`src/rtl/fpm_pkg.sv`:
```
package fpm_pkg;

  typedef enum logic [2:0] {
    PH_IDLE,
    PH_RSET,
    PH_RHOLD,
    PH_CSET,
    PH_CLOW,
    PH_CHIGH,
    PH_PRE
  } fpm_phase_e;

  function automatic int unsigned max4(int unsigned a, int unsigned b,
                                       int unsigned c, int unsigned d);
    int unsigned m;
    m = a;
    if (b > m) m = b;
    if (c > m) m = c;
    if (d > m) m = d;
    return m;
  endfunction

  function automatic int unsigned bits_for(int unsigned v);
    return (v < 2) ? 1 : $clog2(v + 1);
  endfunction

  function automatic int unsigned cas_pitch(int unsigned t_cas, int unsigned t_cp);
    return t_cas + t_cp;
  endfunction

  function automatic int unsigned first_cas_cycle(int unsigned t_rah);
    return t_rah + 2;
  endfunction

endpackage

```
`src/rtl/fpm_seq.sv`:
```
module fpm_seq
  import fpm_pkg::*;
#(
  parameter int unsigned T_RAH    = 2,
  parameter int unsigned T_CAS    = 3,
  parameter int unsigned T_CP     = 2,
  parameter int unsigned T_RP     = 3,
  parameter int unsigned T_OE_LAG = 1,
  parameter int unsigned IDX_W    = 2
) (
  input  logic             clk,
  input  logic             rst_n,
  input  logic             start,
  input  logic             late_oe,
  input  logic [IDX_W-1:0] last_idx,
  output logic             ras_n,
  output logic             cas_n,
  output logic             oe_n,
  output logic             ready,
  output logic             row_load,
  output logic             col_load,
  output logic [IDX_W-1:0] col_sel,
  output logic [IDX_W-1:0] idx
);

  localparam int unsigned TMR_W = bits_for(max4(T_RAH, T_CAS, T_CP, max4(T_RP, T_OE_LAG, 1, 1)));
  localparam logic [TMR_W-1:0] RAH_LD = TMR_W'(T_RAH - 1);
  localparam logic [TMR_W-1:0] CAS_LD = TMR_W'(T_CAS - 1);
  localparam logic [TMR_W-1:0] CP_LD  = TMR_W'(T_CP - 1);
  localparam logic [TMR_W-1:0] RP_LD  = TMR_W'(T_RP - 1);
  localparam logic [TMR_W-1:0] OE_LD  = TMR_W'(T_OE_LAG - 1);

  fpm_phase_e       phase;
  logic [TMR_W-1:0] tmr;
  logic [TMR_W-1:0] oe_cnt;
  logic             oe_wait;
  logic             late_r;
  logic [IDX_W-1:0] last_r;
  logic             tmr_zero;
  logic             last_col;

  always_comb begin
    tmr_zero = (tmr == '0);
    last_col = (idx == last_r);
    ready    = (phase == PH_IDLE);
    row_load = (phase == PH_IDLE) && start;
    col_load = ((phase == PH_RHOLD) && tmr_zero) ||
               ((phase == PH_CLOW) && tmr_zero && !last_col);
    col_sel  = (phase == PH_RHOLD) ? '0 : idx + IDX_W'(1);
  end

  always_ff @(posedge clk or negedge rst_n) begin
    if (!rst_n) begin
      phase   <= PH_IDLE;
      tmr     <= '0;
      oe_cnt  <= '0;
      oe_wait <= 1'b0;
      late_r  <= 1'b0;
      last_r  <= '0;
      idx     <= '0;
      ras_n   <= 1'b1;
      cas_n   <= 1'b1;
      oe_n    <= 1'b1;
    end else begin
      // late output enable countdown from the first column strobe
      if (oe_wait) begin
        if (oe_cnt == '0) begin
          oe_n    <= 1'b0;
          oe_wait <= 1'b0;
        end else begin
          oe_cnt <= oe_cnt - TMR_W'(1);
        end
      end
      case (phase)
        PH_IDLE: begin
          if (start) begin
            phase  <= PH_RSET;
            tmr    <= '0;
            idx    <= '0;
            late_r <= late_oe;
            last_r <= last_idx;
          end
        end
        PH_RSET: begin
          phase <= PH_RHOLD;
          ras_n <= 1'b0;
          tmr   <= RAH_LD;
        end
        PH_RHOLD: begin
          if (tmr_zero) begin
            phase <= PH_CSET;
            if (!late_r) oe_n <= 1'b0;
          end else begin
            tmr <= tmr - TMR_W'(1);
          end
        end
        PH_CSET: begin
          phase <= PH_CLOW;
          cas_n <= 1'b0;
          tmr   <= CAS_LD;
          if (late_r) begin
            oe_wait <= 1'b1;
            oe_cnt  <= OE_LD;
          end
        end
        PH_CLOW: begin
          if (tmr_zero) begin
            cas_n <= 1'b1;
            if (last_col) begin
              phase   <= PH_PRE;
              ras_n   <= 1'b1;
              oe_n    <= 1'b1;
              oe_wait <= 1'b0;
              tmr     <= RP_LD;
            end else begin
              phase <= PH_CHIGH;
              idx   <= idx + IDX_W'(1);
              tmr   <= CP_LD;
            end
          end else begin
            tmr <= tmr - TMR_W'(1);
          end
        end
        PH_CHIGH: begin
          if (tmr_zero) begin
            phase <= PH_CLOW;
            cas_n <= 1'b0;
            tmr   <= CAS_LD;
          end else begin
            tmr <= tmr - TMR_W'(1);
          end
        end
        PH_PRE: begin
          if (tmr_zero) phase <= PH_IDLE;
          else          tmr   <= tmr - TMR_W'(1);
        end
        default: phase <= PH_IDLE;
      endcase
    end
  end

endmodule

```
`src/rtl/fpm_addr_mux.sv`:
```
module fpm_addr_mux #(
  parameter int unsigned ADDR_W   = 9,
  parameter int unsigned MAX_COLS = 4,
  parameter int unsigned IDX_W    = 2
) (
  input  logic                       clk,
  input  logic                       rst_n,
  input  logic                       row_load,
  input  logic [ADDR_W-1:0]          row_in,
  input  logic [MAX_COLS*ADDR_W-1:0] cols_in,
  input  logic                       col_load,
  input  logic [IDX_W-1:0]           col_sel,
  output logic [ADDR_W-1:0]          addr
);

  logic [ADDR_W-1:0] col_q [MAX_COLS];

  for (genvar g = 0; g < MAX_COLS; g++) begin : g_col
    always_ff @(posedge clk or negedge rst_n) begin
      if (!rst_n)        col_q[g] <= '0;
      else if (row_load) col_q[g] <= cols_in[g*ADDR_W +: ADDR_W];
    end
  end

  always_ff @(posedge clk or negedge rst_n) begin
    if (!rst_n)        addr <= '0;
    else if (row_load) addr <= row_in;
    else if (col_load) addr <= col_q[col_sel];
  end

endmodule

```
`src/rtl/fpm_capture.sv`:
```
module fpm_capture
  import fpm_pkg::*;
#(
  parameter int unsigned T_CAS    = 3,
  parameter int unsigned T_SAMPLE = 3,
  parameter int unsigned DATA_W   = 8,
  parameter int unsigned IDX_W    = 2
) (
  input  logic              clk,
  input  logic              rst_n,
  input  logic              cas_n,
  input  logic [IDX_W-1:0]  idx,
  input  logic [DATA_W-1:0] dq,
  output logic              sample_evt,
  output logic              rd_valid,
  output logic [DATA_W-1:0] rd_data,
  output logic [IDX_W-1:0]  rd_idx
);

  localparam int unsigned AGE_W = bits_for(T_CAS);
  localparam logic [AGE_W-1:0] SAMPLE_AGE = AGE_W'(T_SAMPLE - 1);

  logic [AGE_W-1:0] age;

  assign sample_evt = !cas_n && (age == SAMPLE_AGE);

  always_ff @(posedge clk or negedge rst_n) begin
    if (!rst_n)     age <= '0;
    else if (cas_n) age <= '0;
    else            age <= age + AGE_W'(1);
  end

  always_ff @(posedge clk or negedge rst_n) begin
    if (!rst_n) begin
      rd_valid <= 1'b0;
      rd_data  <= '0;
      rd_idx   <= '0;
    end else begin
      rd_valid <= sample_evt;
      if (sample_evt) begin
        rd_data <= dq;
        rd_idx  <= idx;
      end
    end
  end

endmodule

```
`src/rtl/fpm_strober.sv`:
```
module fpm_strober
  import fpm_pkg::*;
#(
  parameter int unsigned ADDR_W   = 9,
  parameter int unsigned DATA_W   = 8,
  parameter int unsigned MAX_COLS = 4,
  parameter int unsigned T_RAH    = 2,
  parameter int unsigned T_CAS    = 3,
  parameter int unsigned T_CP     = 2,
  parameter int unsigned T_SAMPLE = 3,
  parameter int unsigned T_OE_LAG = 1,
  parameter int unsigned T_RP     = 3,
  localparam int unsigned IDX_W   = (MAX_COLS > 1) ? $clog2(MAX_COLS) : 1
) (
  input  logic                       clk,
  input  logic                       rst_n,
  input  logic                       req_valid,
  output logic                       req_ready,
  input  logic [ADDR_W-1:0]          req_row,
  input  logic [MAX_COLS*ADDR_W-1:0] req_cols,
  input  logic [IDX_W-1:0]           req_len,
  input  logic                       req_late_oe,
  output logic                       dram_ras_n,
  output logic                       dram_cas_n,
  output logic                       dram_we_n,
  output logic                       dram_oe_n,
  output logic [ADDR_W-1:0]          dram_addr,
  input  logic [DATA_W-1:0]          dram_dq,
  output logic                       rd_valid,
  output logic [DATA_W-1:0]          rd_data,
  output logic [IDX_W-1:0]           rd_idx
);

  logic             row_load;
  logic             col_load;
  logic [IDX_W-1:0] col_sel;
  logic [IDX_W-1:0] cur_idx;
  logic             sample_evt;

  assign dram_we_n = 1'b1;

  fpm_seq #(
    .T_RAH(T_RAH), .T_CAS(T_CAS), .T_CP(T_CP), .T_RP(T_RP),
    .T_OE_LAG(T_OE_LAG), .IDX_W(IDX_W)
  ) u_seq (
    .clk(clk), .rst_n(rst_n),
    .start(req_valid), .late_oe(req_late_oe), .last_idx(req_len),
    .ras_n(dram_ras_n), .cas_n(dram_cas_n), .oe_n(dram_oe_n),
    .ready(req_ready), .row_load(row_load), .col_load(col_load),
    .col_sel(col_sel), .idx(cur_idx)
  );

  fpm_addr_mux #(
    .ADDR_W(ADDR_W), .MAX_COLS(MAX_COLS), .IDX_W(IDX_W)
  ) u_addr (
    .clk(clk), .rst_n(rst_n),
    .row_load(row_load), .row_in(req_row), .cols_in(req_cols),
    .col_load(col_load), .col_sel(col_sel), .addr(dram_addr)
  );

  fpm_capture #(
    .T_CAS(T_CAS), .T_SAMPLE(T_SAMPLE), .DATA_W(DATA_W), .IDX_W(IDX_W)
  ) u_cap (
    .clk(clk), .rst_n(rst_n),
    .cas_n(dram_cas_n), .idx(cur_idx), .dq(dram_dq),
    .sample_evt(sample_evt),
    .rd_valid(rd_valid), .rd_data(rd_data), .rd_idx(rd_idx)
  );

endmodule

```
`config.mk`:
```
export PLATFORM = sky130hd
export DESIGN_NAME = fpm_strober
export DESIGN_NICKNAME = d
export VERILOG_FILES = /design/src/rtl/fpm_pkg.sv /design/src/rtl/fpm_seq.sv /design/src/rtl/fpm_addr_mux.sv /design/src/rtl/fpm_capture.sv /design/src/rtl/fpm_strober.sv
export SDC_FILE = /design/constraint.sdc
export NUM_CORES = 1
export LEC_CHECK = 0
export ABC_AREA = 1
export CAP_MARGIN = 20
export CORE_UTILIZATION = 30
export CTS_CLUSTER_DIAMETER = 30
export DETAILED_ROUTE_END_ITERATION = 8
export MAX_ROUTING_LAYER = met4
export PLACE_DENSITY = 0.63
export SYNTH_ARGS = -nofsm -noshare
export SYNTH_HDL_FRONTEND = slang
export SYNTH_HIERARCHICAL = 1
export SYNTH_SLANG_ARGS = --single-unit
```
`constraint.sdc`:
```
create_clock -name clk -period 3.8 [get_ports clk]
set_clock_uncertainty 0.05 [all_clocks]
set_input_delay 0.38 -clock clk [delete_from_list [all_inputs] [get_ports clk]]
set_output_delay 0.38 -clock clk [all_outputs]
set_load 0.005 [all_outputs]
```
## Word level (Yosys, flattened, before mapping)

Index checks and enable logic that the tools add are counted.

| operators by class | value |
|---|---|
| reduce and logical (&&, ||, !) cells | 23 |
| equality and inequality tests | 16 |
| add/sub/neg operators | 4 |
| magnitude comparators | 1 |
| multiplexer cells | 46 |
| bitwise logic cells | 1 |

Operators with widths:

| kind | count |
|---|---|
| $mux 9 | 4 |
| $mux 2 | 14 |
| $pmux 3 s7 | 1 |
| $bmux 9 s2 | 1 |
| $mux 1 | 15 |
| $mux 3 | 5 |
| $pmux 2 s6 | 1 |
| $ne 2x1->1 const B | 5 |
| $eq 3x3->1 const B | 3 |
| $reduce_and 3->1 | 3 |
| $eq 3x2->1 const B | 2 |
| $ne 2x2->1 const B | 3 |
| $pmux 1 s2 | 3 |
| $reduce_bool 2->1 | 3 |
| $reduce_bool 6->1 | 1 |
| $logic_and 1x1->1 | 5 |
| $reduce_and 5->1 | 1 |
| $add 2x1->2 const B | 2 |
| $logic_not 2->1 | 2 |
| $pmux 2 s2 | 1 |
| $reduce_and 4->1 | 1 |
| $sub 2x1->2 const B | 2 |
| $eq 3x1->1 const B | 1 |
| $ge 3x3->1 const B | 1 |
| other kinds (10) | 11 |

| word-level totals | value |
|---|---|
| output and inout port bits | 25 |
| word-level logic and storage cells | 110 |
| bits in registers | 74 |
| bits of input ports | 59 |

## Depth between registers and ports, before layout

Gate-level depths: netlist of run 1.

| depth | value |
|---|---|
| word-level depth | 8 |
| gate-level depth with buffers | 12 |
| depth with buffers taken out | 10 |

## Modules after synthesis

The synthesis of run 1 kept the hierarchy.

By module, submodules not included:

| module | area an instance (µm²) | cells each | times used |
|---|---|---|---|
| fpm_addr_mux | 2095.8 | 176 | 1 |
| fpm_seq | 1053.5 | 147 | 1 |
| fpm_capture | 511.7 | 53 | 1 |
| fpm_strober | 11.3 | 2 | 1 |

## Worst setup path after synthesis of run 1

OpenSTA, ideal clock, no wires.

| timing path | value |
|---|---|
| kind | register -> register |
| start | reg u_seq.tmr[0] |
| end | reg u_addr.addr[0] |
| cell stages (with the launch flop) | 10 |
| data arrival time | 1.559 ns |
| buffers on the path | 1 |
| slack | 2.124 ns |
| setup time | 0.066 ns |
| path through | dfrtp_1 -> inv_1 -> ha_1 -> inv_1 -> buf_2 -> o21ai_0 -> inv_1 -> nor2_2 -> nand3_1 -> nand2_1 |

| on the way | value |
|---|---|
| word-level cells in the longest chain between the ends | 5 |
| elaborated cells on any way between the ends | 6 |
| classes of those cells | reduce/logical: 6 |

RTL lines:

| element | line | text |
|---|---|---|
| start: declaration | fpm_seq.sv:34 | `logic [TMR_W-1:0] tmr;` |
| start signal: assignment | fpm_seq.sv:94 | `tmr <= tmr - TMR_W'(1);` |
| start signal: assignment | fpm_seq.sv:121 | `tmr <= tmr - TMR_W'(1);` |
| start signal: assignment | fpm_seq.sv:130 | `tmr <= tmr - TMR_W'(1);` |
| $logic_not 2->1 * | fpm_seq.sv:43 | `tmr_zero = (tmr == '0);` |
| $logic_and 1x1->1 (2 in series) | fpm_seq.sv:48 | `((phase == PH_CLOW) && tmr_zero && !last_col);` |
| $logic_or 1x1->1 * | fpm_seq.sv:47 | `col_load = ((phase == PH_RHOLD) && tmr_zero) \|\|` |
| named net col_load | fpm_strober.sv:35 | `logic col_load;` |
| $reduce_bool 2->1 (no line) * | - |  |
| end signal: assignment | fpm_addr_mux.sv:27 | `else if (row_load) addr <= row_in;` |
| end signal: assignment | fpm_addr_mux.sv:28 | `else if (col_load) addr <= col_q[col_sel];` |
| end: declaration | fpm_addr_mux.sv:13 | `output logic [ADDR_W-1:0] addr` |

Mark *: on every way through the listed nets, which the timed path passes. The rest lies on a longest branch.
A chain may end at the register's enable or synchronous reset.

## Final worst setup path of run 1

| timing path | value |
|---|---|
| start | reg u_seq.phase[2] |
| end | reg u_addr.addr[1] |

| on the way | value |
|---|---|
| word-level cells in the longest chain between the ends | 8 |
| elaborated cells on any way between the ends | 16 |
| classes of those cells | eq/ne: 2; mux: 6; bitwise: 1; reduce/logical: 7 |

RTL lines:

| element | line | text |
|---|---|---|
| start: declaration | fpm_seq.sv:33 | `fpm_phase_e phase;` |
| start signal: assignment | fpm_seq.sv:54 | `phase <= PH_IDLE;` |
| start signal: assignment | fpm_seq.sv:77 | `phase <= PH_RSET;` |
| start signal: assignment | fpm_seq.sv:85 | `phase <= PH_RHOLD;` |
| $eq 3x2->1 | fpm_seq.sv:49 | `col_sel = (phase == PH_RHOLD) ? '0 : idx + IDX_W'(1);` |
| $mux 2 | fpm_seq.sv:49 |  |
| named net col_sel[1] | fpm_strober.sv:36 | `logic [IDX_W-1:0] col_sel;` |
| $not 2->3 (not written as such) | fpm_addr_mux.sv:28 |  |
| $bmux 9 s2 | fpm_addr_mux.sv:28 |  |
| $mux 9 (not written as such) (2 in series) | fpm_addr_mux.sv:28 |  |
| $mux 9 | fpm_addr_mux.sv:28 |  |
| $mux 9 | fpm_addr_mux.sv:27 |  |

The timed path passes the listed nets, and every way through them passes these cells. The select of a mux whose other input is x is not followed.

==> flow_summary_export.csv, run 1 <==
group,metric,value,unit
setup_path,cp.arrival,2.75,ns
layout,fin_nets,518,
min_path,hp-class,"input port to asynchronous set/reset pin",
power_and_ir_drop,switching_share,0.374,
clock_network,ctsRootBufferMaster,"clkbuf_16",
placement,dp_hpwl,6.25,mm
setup_path,crit_fanout,10,
synthesis,synth_area_per_cell,9.72,sq um
detailed_routing,drc,0,
sta,grt_setup_unrepaired,"no",
placement,gp_congestion,0.865,
clock_network,hold_buffers,0,
grt,track_usage,0.151,
synthesis,synth-seq-cells,74,
synthesis,yosys-top-cells-area,"dfrtp_1 (48%), nand2_1 (11%), mux2_4 (8.6%), nand3_1 (6.7%), mux2_2 (4.6%)",
sta,tightest_slew,0.938,ns
setup_path,worstPathCellList,"inv_2 -> nand3_1 -> inv_1 -> nor2_1 -> clkinv_1 -> nand3_1 -> nand3_1 -> nand2_1",
detailed_routing,vias,2802,
floorplanning,die_w,113,um
floorplanning,die_area,12700,sq um
clock_network,clock_sinks,74,
synthesis,synth_enable_flop_cells,0,
synthesis,async_reset_ff_frac,1.00,
setup_path,path_buf_inv,3,
setup_path,crit_family,"simple AND/OR/NAND/NOR gates",
power_and_ir_drop,p_comb_frac,0.438,
layout,area_delta_synth_final,32.4,%
setup_path,r2r_cells,8,
layout,multi_input_area,1550,sq um
floorplanning,core.rowCount,40,
power_and_ir_drop,seq_power_share,0.349,
synthesis,synthCells,378,
setup_path,critical_path_class,"flip-flop to flip-flop",
power_and_ir_drop,irDropWorstVdd,0.339,mV
synthesis,synth_cell_type_count,31,
grt,antenna_found_initial,0,
detailed_routing,via_per_inst,4.61,
detailed_routing,wl,8.70,mm
grt,grt_overflow,0,
power_and_ir_drop,internal_power,2.58,mW
layout,diodes,0,
clock_network,post_cts_buffers,0,
detailed_routing,wl_per_cell,14.3,um
floorplanning,pin_count,84,
setup_path,end_kind,"flip-flop",
grt,grt_max_degree,75,
sta,setup_viol,0,
synthesis,post-synth-top-count-cell,"nand2_1",
synthesis,synth_top_area_frac,0.484,
clock_network,cts.path.max_buffers,2,
detailed_routing,ant_nets,0,
layout,drive_gt1_frac,0.180,
clock_network,cts_htree_levels,3,
power_and_ir_drop,power.density,848,nW/um^2
sta,hold_viol_final,0,
floorplanning,initial_utilization,0.307,
outcome,status,"completed",
layout,num-fill-cells,1170,
clock_network,cts_tree,"built",
power_and_ir_drop,power_switching,1.54,mW
synthesis,synth_fp_nets,440,
synthesis,synth_top_flop_cell,"dfrtp_1",
sta,max_freq,396,MHz
sta,max_slew_margin,0.375,
synthesis,synth.cells.most_frequent,"nand2_1 (111), dfrtp_1 (71), nand3_1 (49)",
flow_run,max_cap_violations,0,
clock_network,cts_buffers,9,
sta,tns,0,ns
detailed_routing,drt_iter0_markers,196,
power_and_ir_drop,p_total,4.12,mW
grt,grt_pass1_wl,14.4,mm
synthesis,yosysSeqAreaShare,0.505,
synthesis,yosysTopAreaCell,"dfrtp_1",
setup_path,cp.depth,8,
setup_path,slowest_delay,0.56,ns
clock_network,clock_latency,0.33,ns
setup_path,slowest_stage,"nor2_1",
synthesis,netlist_area,3670,sq um
sta,period_minus_slack,2.52,ns
setup_path,crit_path_start_kind,"flip-flop",
layout,seqCellArea,1860,sq um
setup_path,crit_top_cell,"nand3_1",
grt,grt_pass1_vias,2951,
setup_path,crit_start,"u_seq/phase[2]",
detailed_routing,dr.pass1.iters,4,
setup_path,crit_required,4.02,ns
floorplanning,fp.coreArea,12000,sq um
clock_network,cts_resized,0,
power_and_ir_drop,pwr-share-clk,0.213,
clock_network,clkTransAtPathRegs,0.06,ns
sta,fin_crit_sh,0.664,
setup_path,worstReg2RegStart,"u_seq/phase[2]",
floorplanning,dieHeight,113,um
synthesis,ys.warnings.count,6,
placement,portBuffers,82,
sta,final_max_slew_viol_count,0,
power_and_ir_drop,power.leakage,2.28,nW
[area by class of cell]
type	instances	share of cell area
Clock buffer	9	0.0463
Timing Repair Buffer	83	0.172
Sequential cell	74	0.382
Multi-Input combinational cell	255	0.318
Tap cell	147	0.0378
Inverter	33	0.0265
Clock inverter	7	0.0172
[flip-flops by register name, summed over array words and instances, names as in the netlist]
| signal | flops |
|---|---|
| u_cap/rd_data | 8 |
| u_seq/idx | 2 |
| u_seq/phase | 3 |
| u_seq/ras_n | 1 |
| u_seq/tmr | 2 |
| u_addr/col_q | 36 |
| u_addr/addr | 9 |
| u_seq/oe_cnt | 2 |
| u_cap/rd_idx | 2 |
| u_seq/oe_wait | 1 |
| u_seq/late_r | 1 |
| u_cap/age | 2 |
| u_seq/cas_n | 1 |
| u_cap/rd_valid | 1 |
| u_seq/last_r | 2 |
| u_seq/oe_n | 1 |
[routing by layer]
| metal | share of wire | up-vias | track usage | wire length, um |
|---|---|---|---|---|
| met5 | 0 | - | - | 0 |
| met4 | 0.015 | 0 | 0.0498 | 128 |
| met3 | 0.040 | 9 | 0.0329 | 349 |
| met2 | 0.47 | 67 | 0.230 | 4130 |
| met1 | 0.47 | 1345 | 0.201 | 4090 |
| li1 | - | 1381 | - | - |
[stage by stage]
stage / hold WS (ns) / util / worst slack, ns / cells / area (sq um)
global placement: 0.363 / 0.381 / 1.56 / 592 / 4550
finish: 0.136 / 0.406 / 1.28 / 608 / 4860
floorplan: 0.0344 / - / 2.12 / 378 / 3670
detailed placement: 0.378 / 0.381 / 1.41 / 592 / 4550
CTS: 0.183 / 0.406 / 1.38 / 608 / 4860
global route: 0.219 / 0.406 / 1.10 / 608 / 4860
[cell usage in the layout, fill, tap and decap left out]
cell type	instances
nand2_4	3
a21oi_2	1
buf_4	1
conb_1	1
nor2_1	9
clkinv_4	2
clkinvlp_4	1
inv_4	2
a22oi_1	9
o21ai_1	1
nand2_2	6
dfstp_2	3
inv_8	1
nor3_1	2
ha_1	3
nand3_1	49
o21ai_0	10
mux2_2	15
a21boi_1	1
inv_6	2
clkbuf_16	9
or2_0	1
nand2_1	111
clkdlybuf4s50_1	81
clkinv_1	1
inv_2	7
bufinv_16	1
inv_1	23
o211ai_1	1
nor2_2	3
a21oi_1	1
xnor2_1	1
buf_12	1
nor2_4	4
dfrtp_1	71
nand4_1	2
mux2_4	21
[path summary, 6_finish.rpt]
check,slack [ns],end
hold reg to reg,0.38,u_cap/age[0]
max in group asynchronous,2.95,u_seq/tmr[0]
min in group clk,0.38,u_cap/age[0]
setup reg to reg,1.28,u_addr/addr[1]
setup / recovery,1.28,u_addr/addr[1]
hold / removal,0.14,u_addr/col_q[23]
[worst reg2reg max path, cell delays in order (launching register included)]
cell and delay, ns:
dfrtp_1 0.53, inv_2 0.13, nand3_1 0.22, inv_1 0.10, nor2_1 0.56, clkinv_1 0.49
nand3_1 0.22, nand3_1 0.11, nand2_1 0.07
[power by group through the flow]
| stage | registers, mW | clock network [mW] | logic [mW] |
|---|---|---|---|
| global placement | 1.44 | 0 | 1.77 |
| CTS | 1.44 | 0.900 | 1.81 |
| detailed placement | 1.44 | 0 | 1.81 |
| floorplan | 1.37 | 0 | 1.34 |
| finish | 1.44 | 0.877 | 1.81 |
| global route | 1.49 | 0.935 | 2.02 |
[kinds of logic after synthesis]
| group | count (synthesis) | share of synthesized area |
|---|---|---|
| xor gates and xnor gates | 1 | 0.00239 |
| buffers and inverters | 49 | 0.0739 |
| muxes | 36 | 0.132 |
| and+or+nand+nor | 190 | 0.234 |
| AOI/OAI and AO/OA | 24 | 0.0412 |
| DFF | 74 | 0.505 |
| adders and majority gates | 3 | 0.0102 |
| other | 1 | 0.00102 |
(Power assumes the default switching activity.)
==> run 2, diff against run 1 <==
Settings changed: PLACE_DENSITY 0.63 to 0.65.
Clock period 3.8 ns to 2.1 ns, I/O delays scaled along.
==> flow_summary_export.csv, run 2 (synthesized netlist as in run 1, its figures left out) <==
group,metric,value,unit
sta,max_freq,510,MHz
sta,final_max_slew_viol_count,0,
layout,regMostFlops,"u_addr/col_q",
setup_path,crit_required,1.84,ns
sta,grt_setup_unrepaired,"no",
layout,diodes,0,
power_and_ir_drop,power.density,1540,nW/um^2
grt,grt_pass1_wl,14.8,mm
clock_network,cts.path.max_buffers,2,
setup_path,r2r_slack,0.21,ns
clock_network,clock_sinks,74,
floorplanning,die_area,12700,sq um
grt,grt_max_degree,42,
sta,fin_crit_sh,0.933,
detailed_routing,ant_nets,0,
detailed_routing,dr.pass1.iters,4,
sta,setup_viol,0,
grt,grt_pass1_vias,2955,
setup_path,crit_start,"u_seq/phase[0]",
min_path,hp-class,"input port to asynchronous set/reset pin",
floorplanning,dieHeight,113,um
setup_path,crit_family,"buffers and inverters",
power_and_ir_drop,irDropWorstVdd,0.493,mV
sta,tns,0,ns
clock_network,cts_buffers,9,
sta,period_minus_slack,1.96,ns
clock_network,clock_latency,0.33,ns
layout,area_delta_synth_final,35.7,%
setup_path,slowest_delay,0.50,ns
layout,num-fill-cells,1144,
detailed_routing,vias,2874,
setup_path,cp.depth,4,
power_and_ir_drop,power.leakage,2.35,nW
setup_path,crit_fanout,8,
layout,drive_gt1_frac,0.193,
layout,fin_util,0.417,
flow_run,max_cap_violations,0,
clock_network,ctsRootBufferMaster,"clkbuf_16",
layout,final_common_cell,"nand2_1",
setup_path,slowest_stage,"clkdlybuf4s50_1",
setup_path,r2r_cells,9,
setup_path,crit_end,"req_ready",
detailed_routing,wl_per_cell,14.3,um
setup_path,path_buf_inv,2,
placement,dp_hpwl,6.65,mm
setup_path,worstReg2RegStart,"u_seq/tmr[0]",
clock_network,cts_htree_levels,3,
floorplanning,fp.coreArea,12000,sq um
layout,top_regs,"u_addr/col_q x36, u_addr/addr x9, u_cap/rd_data x8",
detailed_routing,drt_iter0_markers,213,
sta,hold_viol_final,0,
layout,fin_nets,528,
grt,grt_overflow,0,
floorplanning,core.rowCount,40,
setup_path,worstReg2RegEnd,"u_addr/addr[6]",
outcome,status,"completed",
layout,final_cell_mix,"nand2_1 (111), clkdlybuf4s50_1 (81), dfrtp_1 (71)",
layout,largest_reg_flops,36,
floorplanning,pin_count,84,
clock_network,post_cts_buffers,0,
setup_path,worstPathCellList,"nor2_4 -> nand2_4 -> inv_4 -> clkdlybuf4s50_1",
grt,antenna_found_initial,0,
floorplanning,die_w,113,um
floorplanning,initial_utilization,0.307,
setup_path,crit_path_start_kind,"flip-flop",
placement,portBuffers,82,
setup_path,cp.arrival,1.70,ns
detailed_routing,wl,8.86,mm
clock_network,cts_tree,"built",
detailed_routing,via_per_inst,4.65,
clock_network,clkTransAtPathRegs,0.06,ns
setup_path,end_kind,"primary output",
detailed_routing,drc,0,
grt,track_usage,0.154,
setup_path,critical_path_class,"flip-flop to primary output",
placement,gp_congestion,0.871,
[run 2: cell count changes in the layout (fill, tap and decap cells not counted), sizes merged]
cell,previous run,this run
buf,2,11
dlygate4sd3,0,1
bufinv,1,2
inv,35,32
clkbuf,9,12
clkinvlp,1,0
[run 2: final cells by class]
| type | instances | area [sq um] | area share |
|---|---|---|---|
| multi-input cells | 255 | 1550 | 0.310 |
| clock buffers | 12 | 256 | 0.0515 |
| inverters | 33 | 129 | 0.0259 |
| clock inverters | 4 | 73.8 | 0.0148 |
| well taps | 147 | 184 | 0.0369 |
| repair buffers | 93 | 941 | 0.189 |
| flip-flops and latches | 74 | 1860 | 0.372 |
[run 2: stage by stage]
step | total power [mW] | instances | hold WS (ns) | cell area, sq um | worst slack (ns)
global route | 8.25 | 618 | 0.366 | 4980 | 0.0428
global placement | 5.94 | 601 | 0.137 | 4640 | 0.332
finish | 7.68 | 618 | 0.320 | 4980 | 0.141
detailed placement | 6.03 | 601 | 0.140 | 4640 | 0.265
floorplan | 4.90 | 378 | -0.136 | 3670 | 0.424
CTS | 7.75 | 618 | 0.333 | 4980 | 0.125
[run 2: how the worst min path moves through the flow]
stage	to	slack [ns]	cells after the start
detailed placement	u_addr/col_q[7]	0.14	1
global placement	u_addr/col_q[16]	0.14	1
finish	u_addr/col_q[7]	0.32	2
floorplan	u_addr/addr[0]	-0.14	0
CTS	u_addr/col_q[7]	0.33	2
global route	u_addr/col_q[16]	0.37	2
[run 2: power by group]
part | total (mW) | internal, mW | switching, mW
clock | 1.68 | 1.11 | 0.574
sequential | 2.58 | 2.13 | 0.451
combinational | 3.42 | 1.71 | 1.71
total | 7.68 | 4.95 | 2.74
[run 2: per-layer routing]
| layer | part of all wire | vias up | GRT usage |
|---|---|---|---|
| li1 | - | 1406 | - |
| met1 | 0.47 | 1356 | 0.201 |
| met2 | 0.46 | 88 | 0.233 |
| met3 | 0.033 | 24 | 0.0200 |
| met4 | 0.034 | 0 | 0.0836 |
| met5 | 0 | - | - |
[run 2: timing repair]
action                                 CTS  global route
gates resized for setup                  0             0
endpoints found under the hold margin   32             0
hold buffers                             1             0
